===== src/rtl/uart_rx_stat_pkg.sv =====
package uart_rx_stat_pkg;
  typedef struct packed {
    logic brk;
    logic fer;
    logic per;
    logic oer;
  } rx_tag_t;

  localparam int unsigned EVT_W = 4;
  // flag index order, also the irq_en order
  localparam int unsigned EVT_RDR = 0;
  localparam int unsigned EVT_TDR = 1;
  localparam int unsigned EVT_TMO = 2;
  localparam int unsigned EVT_ERR = 3;
endpackage


===== src/rtl/rx_tag_fifo.sv =====
module rx_tag_fifo
  import uart_rx_stat_pkg::*;
#(
  parameter int unsigned DEPTH  = 16,
  parameter int unsigned DATA_W = 8,
  localparam int unsigned PTR_W = $clog2(DEPTH),
  localparam int unsigned CNT_W = $clog2(DEPTH + 1)
) (
  input  logic              clk_i,
  input  logic              rst_ni,
  input  logic              push_i,
  input  logic [DATA_W-1:0] data_i,
  input  rx_tag_t           tag_i,
  input  logic              pop_i,
  output logic [DATA_W-1:0] head_data_o,
  output rx_tag_t           head_tag_o,
  output logic [CNT_W-1:0]  count_o,
  output logic              drop_o
);
  typedef struct packed {
    rx_tag_t           tag;
    logic [DATA_W-1:0] data;
  } entry_t;

  entry_t            mem_q [DEPTH];
  logic [PTR_W-1:0]  wr_ptr_q, rd_ptr_q;
  logic [CNT_W-1:0]  cnt_q;
  logic              full, empty, do_push, do_pop;

  assign full    = (cnt_q == CNT_W'(DEPTH));
  assign empty   = (cnt_q == '0);
  assign do_push = push_i && !full;
  assign do_pop  = pop_i && !empty;
  assign drop_o  = push_i && full;

  always_ff @(posedge clk_i) begin
    if (do_push) mem_q[wr_ptr_q] <= '{tag: tag_i, data: data_i};
    // overflow marks the newest stored entry
    else if (drop_o) mem_q[wr_ptr_q - PTR_W'(1)].tag.oer <= 1'b1;
  end

  always_ff @(posedge clk_i or negedge rst_ni) begin
    if (!rst_ni) begin
      wr_ptr_q <= '0;
      rd_ptr_q <= '0;
      cnt_q    <= '0;
    end else begin
      if (do_push) wr_ptr_q <= (wr_ptr_q == PTR_W'(DEPTH - 1)) ? '0 : wr_ptr_q + PTR_W'(1);
      if (do_pop)  rd_ptr_q <= (rd_ptr_q == PTR_W'(DEPTH - 1)) ? '0 : rd_ptr_q + PTR_W'(1);
      case ({do_push, do_pop})
        2'b10:   cnt_q <= cnt_q + CNT_W'(1);
        2'b01:   cnt_q <= cnt_q - CNT_W'(1);
        default: cnt_q <= cnt_q;
      endcase
    end
  end

  assign head_data_o = empty ? '0 : mem_q[rd_ptr_q].data;
  assign head_tag_o  = empty ? '0 : mem_q[rd_ptr_q].tag;
  assign count_o     = cnt_q;
endmodule


===== src/rtl/evt_flags.sv =====
module evt_flags
  import uart_rx_stat_pkg::*;
#(
  parameter int unsigned CNT_W  = 5,
  parameter int unsigned TRIG_W = 4,
  localparam int unsigned CMP_W = CNT_W + TRIG_W,
  localparam logic [EVT_W-1:0] RST_VAL = EVT_W'(1) << EVT_TDR
) (
  input  logic              clk_i,
  input  logic              rst_ni,
  input  logic              err_evt_i,
  input  logic              tmo_i,
  input  logic [CNT_W-1:0]  tx_free_i,
  input  logic [TRIG_W-1:0] tx_trig_i,
  input  logic [CNT_W-1:0]  rx_cnt_i,
  input  logic [TRIG_W-1:0] rx_trig_i,
  input  logic              wr_i,
  input  logic [EVT_W-1:0]  wr_bits_i,
  output logic [EVT_W-1:0]  flags_o
);
  function automatic logic [CMP_W-1:0] eff_lvl(input logic [TRIG_W-1:0] lvl);
    return (lvl == '0) ? CMP_W'(1) : CMP_W'(lvl);
  endfunction

  logic [EVT_W-1:0] set_v, clr_v, flags_q;

  always_comb begin
    set_v          = '0;
    set_v[EVT_ERR] = err_evt_i;
    set_v[EVT_TMO] = tmo_i;
    set_v[EVT_TDR] = CMP_W'(tx_free_i) >= eff_lvl(tx_trig_i);
    set_v[EVT_RDR] = CMP_W'(rx_cnt_i) >= eff_lvl(rx_trig_i);
  end

  assign clr_v = wr_i ? ~wr_bits_i : '0;

  for (genvar i = 0; i < EVT_W; i++) begin : g_flag
    always_ff @(posedge clk_i or negedge rst_ni) begin
      if (!rst_ni)       flags_q[i] <= RST_VAL[i];
      else if (set_v[i]) flags_q[i] <= 1'b1;  // set beats clear
      else if (clr_v[i]) flags_q[i] <= 1'b0;
    end
  end

  assign flags_o = flags_q;
endmodule


===== src/rtl/uart_rx_status.sv =====
module uart_rx_status
  import uart_rx_stat_pkg::*;
#(
  parameter int unsigned DEPTH  = 16,
  parameter int unsigned DATA_W = 8,
  parameter int unsigned TRIG_W = 4,
  localparam int unsigned CNT_W = $clog2(DEPTH + 1)
) (
  input  logic              clk_i,
  input  logic              rst_ni,
  input  logic              rx_push_i,
  input  logic [DATA_W-1:0] rx_data_i,
  input  logic              rx_brk_i,
  input  logic              rx_fer_i,
  input  logic              rx_per_i,
  input  logic              rx_oer_i,
  input  logic              rx_pop_i,
  output logic [DATA_W-1:0] rx_data_o,
  input  logic              timeout_i,
  input  logic [CNT_W-1:0]  tx_free_i,
  input  logic [TRIG_W-1:0] tx_trig_i,
  input  logic [TRIG_W-1:0] rx_trig_i,
  input  logic              status_wr_i,
  input  logic [31:0]       status_wdata_i,
  output logic [31:0]       status_o,
  input  logic [EVT_W-1:0]  irq_en_i,
  output logic              irq_o
);
  rx_tag_t          in_tag, head_tag;
  logic [CNT_W-1:0] rx_cnt;
  logic             drop, err_evt;
  logic [EVT_W-1:0] flags;

  assign in_tag = '{brk: rx_brk_i, fer: rx_fer_i, per: rx_per_i, oer: rx_oer_i};

  rx_tag_fifo #(.DEPTH(DEPTH), .DATA_W(DATA_W)) i_fifo (
    .clk_i, .rst_ni,
    .push_i      (rx_push_i),
    .data_i      (rx_data_i),
    .tag_i       (in_tag),
    .pop_i       (rx_pop_i),
    .head_data_o (rx_data_o),
    .head_tag_o  (head_tag),
    .count_o     (rx_cnt),
    .drop_o      (drop)
  );

  assign err_evt = (rx_push_i && (rx_fer_i || rx_per_i || rx_oer_i)) || drop;

  evt_flags #(.CNT_W(CNT_W), .TRIG_W(TRIG_W)) i_flags (
    .clk_i, .rst_ni,
    .err_evt_i (err_evt),
    .tmo_i     (timeout_i),
    .tx_free_i,
    .tx_trig_i,
    .rx_cnt_i  (rx_cnt),
    .rx_trig_i,
    .wr_i      (status_wr_i),
    .wr_bits_i (status_wdata_i[10:7]),
    .flags_o   (flags)
  );

  // status_wdata_i bits outside 10:7 have no storage
  always_comb begin
    status_o       = '0;
    status_o[15]   = head_tag.brk;
    status_o[14]   = (rx_cnt == '0);
    status_o[13]   = head_tag.fer;
    status_o[12]   = head_tag.per;
    status_o[11]   = head_tag.oer;
    status_o[10:7] = flags;
  end

  assign irq_o = |(flags & irq_en_i);
endmodule


===== config.mk =====
export PLATFORM = sky130hd
export DESIGN_NAME = uart_rx_status
export DESIGN_NICKNAME = d
export VERILOG_FILES = /design/src/rtl/uart_rx_stat_pkg.sv /design/src/rtl/rx_tag_fifo.sv /design/src/rtl/evt_flags.sv /design/src/rtl/uart_rx_status.sv
export SDC_FILE = /design/constraint.sdc
export NUM_CORES = 1
export LEC_CHECK = 0
export ABC_AREA = 1
export BUFFER_PORTS_ARGS = -buffer_cell sky130_fd_sc_hd__buf_2
export CAP_MARGIN = 20
export CORE_MARGIN = 2
export CORE_UTILIZATION = 40
export DETAILED_ROUTE_END_ITERATION = 8
export PLACE_DENSITY = 0.69
export SLEW_MARGIN = 20
export SYNTH_ARGS = -nofsm -noshare
export SYNTH_HDL_FRONTEND = slang
export SYNTH_SLANG_ARGS = --single-unit

===== constraint.sdc =====
create_clock -name clk_i -period 3.3 [get_ports clk_i]
set_clock_uncertainty 0.05 [all_clocks]
set_input_delay 0.33 -clock clk_i [delete_from_list [all_inputs] [get_ports clk_i]]
set_output_delay 0.33 -clock clk_i [all_outputs]
set_load 0.03 [all_outputs]

==> results.toml <==
[logic_synthesis]
yosys_register_bits = 209
synthCells = 922
synth_edf_count = 192
yosysSeqAreaShare = 0.655
synth_ff_type = "edfxtp_1"
syn_area_sq_um = 9460
synth_warnings = 0
syn_avg_cell_area_sq_um = 10.3
synthArstFlopShare = 0.0813
synth_cell_type_count = 34

[place]
placedCellCount = 1295
port_buffers = 56
post-dp-hpwl_um = 14000
place_congestion = 0.896

[detailed_routing]
wirelength_um = 22300
first_pass_iters = 5
via_count = 6619
avgViaCountPerCell = 4.95
post-route-drc-count = 0
ant_nets = 0
wire_per_inst_um = 16.7
drtIter0Drc = 601

[timing]
fmax_mhz = 328
setup_tns_ps = 0
rsz0062_at_grt = "false"
period_share = 0.925
timing.hold.ws_ps = 29.0
min_period_ps = 3050
setup_violations = 0
worst_pin_slew_ps = 1050
maxSlewHeadroom = 0.295
hold_violations = 0
slew_violations = 0

[global_routing]
grt_use_total = 0.183
grt_pass1_vias = 6247
grt_pass1_wl_um = 34600
grt_start_max_net_pins = 39
antenna_found_initial = 0
grt_overflow_total = 0

[setup_path]
worstSetupStartpointType = "flop"
worstSetupEndpointType = "primary output"
path_class = "flop to primary output"
required_ps = 2920
cp_max_fo = 24
arrival_ps = 2670

[clocking]
post-cts-setup-buffers = 0
htreeDepth = 1
cts_buffer_depth = 3
cts.sinks = 209
clk_pin_slew_ps = 60
cts_tree = "yes"
cts_root_buf = "clkbuf_16"
cts_buffers = 21
clock_latency_ps = 490

[cells_and_area]
multi_input_area_sq_um = 2850
register_area_sq_um = 6190
drive_above_1_share = 0.157
nets = 1084
fin_cells = 1336
area_growth_pct = 15.6
diodes = 0
nFillCells = 2087

[run_status]
status = "complete, no violations"

[floorplanning]
initial_core_util = 0.405
core_area_sq_um = 23300
ios = 108
die_area_sq_um = 24900
rows = 56
die_height_um = 158
die_width_um = 158

[power_and_ir_drop]
p_leak_nw = 4.41
powerDensity_nw_per_um2 = 890
ir_worst_vdd_mv = 0.385

[hold_path]
min_path_type = "primary input to flop"

[run]
max_cap_viol_count = 0
repair_timing:
item | in CTS | in global routing
endpoints found under the setup margin | 0 | 0
hold endpoints to repair | 18 | 0
resized for setup | 0 | 0
hold buffers | 3 | 0
Yosys cell counts, drive strengths merged (2+ instances only):
master	count	share of area
nand2	319	0.13
edfxtp	192	0.61
nor2	91	0.038
a21oi	51	0.027
buf	48	0.032
inv	44	0.017
o21ai	35	0.019
nor3	30	0.016
nand3	29	0.016
clkbuf	17	0.0067
dfrtp	16	0.042
ha	15	0.020
o22ai	12	0.0079
xor2	5	0.0046
a21boi	3	0.0024
a31o	2	0.0019
nand4	2	0.0020
o21a	2	0.0016
xnor2	2	0.0019
final timing paths:
kind / from / endpoint / slack (ps) / cells past startpoint
worst max register to register: i_fifo.count_o[0] / i_fifo.count_o[4] / 580 / 16
max in group asynchronous: rst_ni / i_flags.flags_o[1] / 2600 / 2
worst min register to register: i_flags.flags_o[1] / i_flags.flags_o[1] / 470 / 2
min in group asynchronous: rst_ni / i_flags.flags_o[3] / 270 / 2
worst min-delay path: status_wdata_i[9] / i_flags.flags_o[2] / 30 / 3
worst max-delay path: i_fifo.rd_ptr_q[0] / status_o[11] / 250 / 9
cells in the final DEF (no fill, tap or decap), drive strengths merged, types with 5 or more instances in the layout:
master / instances
nand3: 29
nand2: 319
clkbuf: 27
o22ai: 12
a21oi: 51
ha: 15
conb: 23
nor2: 91
clkinv: 9
inv: 45
xor2: 5
buf: 97
dfrtp: 16
edfxtp: 192
nor3: 30
o21ai: 35
through the flow:
step	utilization	power (mW)	instance area (sq um)	setup slack [ps]
2_1_floorplan	-	6.17	9540	802
3_3_place_gp	0.438	7.32	10200	699
3_5_place_dp	0.438	7.39	10200	623
4_1_cts	0.469	9.77	10900	237
5_1_grt	0.469	10.3	10900	74.4
6_report	0.469	9.74	10900	247
where the power goes:
| part | internal (mW) | switching [mW] |
|---|---|---|
| registers | 3.28 | 0.182 |
| clock network | 1.41 | 0.971 |
| logic | 1.10 | 2.78 |
| total | 5.80 | 3.94 |
metal layers:
layer,track usage,wire (um)
met2,0.317,11100
met5,0,0
met4,0.0662,669
met1,0.232,9070
met3,0.0268,1430
flip-flops by register name (all words and copies together), names as in the netlist:
| name | count |
|---|---|
| i_fifo.count_o | 5 |
| i_fifo.rd_ptr_q | 4 |
| i_flags.flags_o | 4 |
| i_fifo.wr_ptr_q | 4 |
| i_fifo.mem_q | 192 |
final cells by class:
type / instances / share of cell area
flip-flops and latches: 209 / 0.566
multi-input cells: 625 / 0.261
repair buffers: 100 / 0.0577
clock buffers: 27 / 0.0538
well taps: 319 / 0.0365
inverters: 45 / 0.0154
clock inverters: 11 / 0.00950
logic make-up (layout without fill, tap and decap cells):
family / after synthesis / after routing / synth area share
AOI/OAI and AO/OA: 107 / 107 / 0.0608
xor gates and xnor gates: 7 / 7 / 0.00648
adders and majority gates: 15 / 15 / 0.0198
buffers and inverters: 110 / 183 / 0.0565
DFF: 209 / 209 / 0.655
other: 1 / 23 / 0.000396
and+or+nand+nor: 473 / 473 / 0.201
critical path: stages (launching register included):
cell and delay, ps:
dfrtp_2 530, inv_2 400, buf_4 340, o21ai_0 110, o22ai_1 140, nand2_1 60
nand2_1 60, nand2_1 60, nor2_1 200, buf_2 260
(Power assumes the default switching activity.)
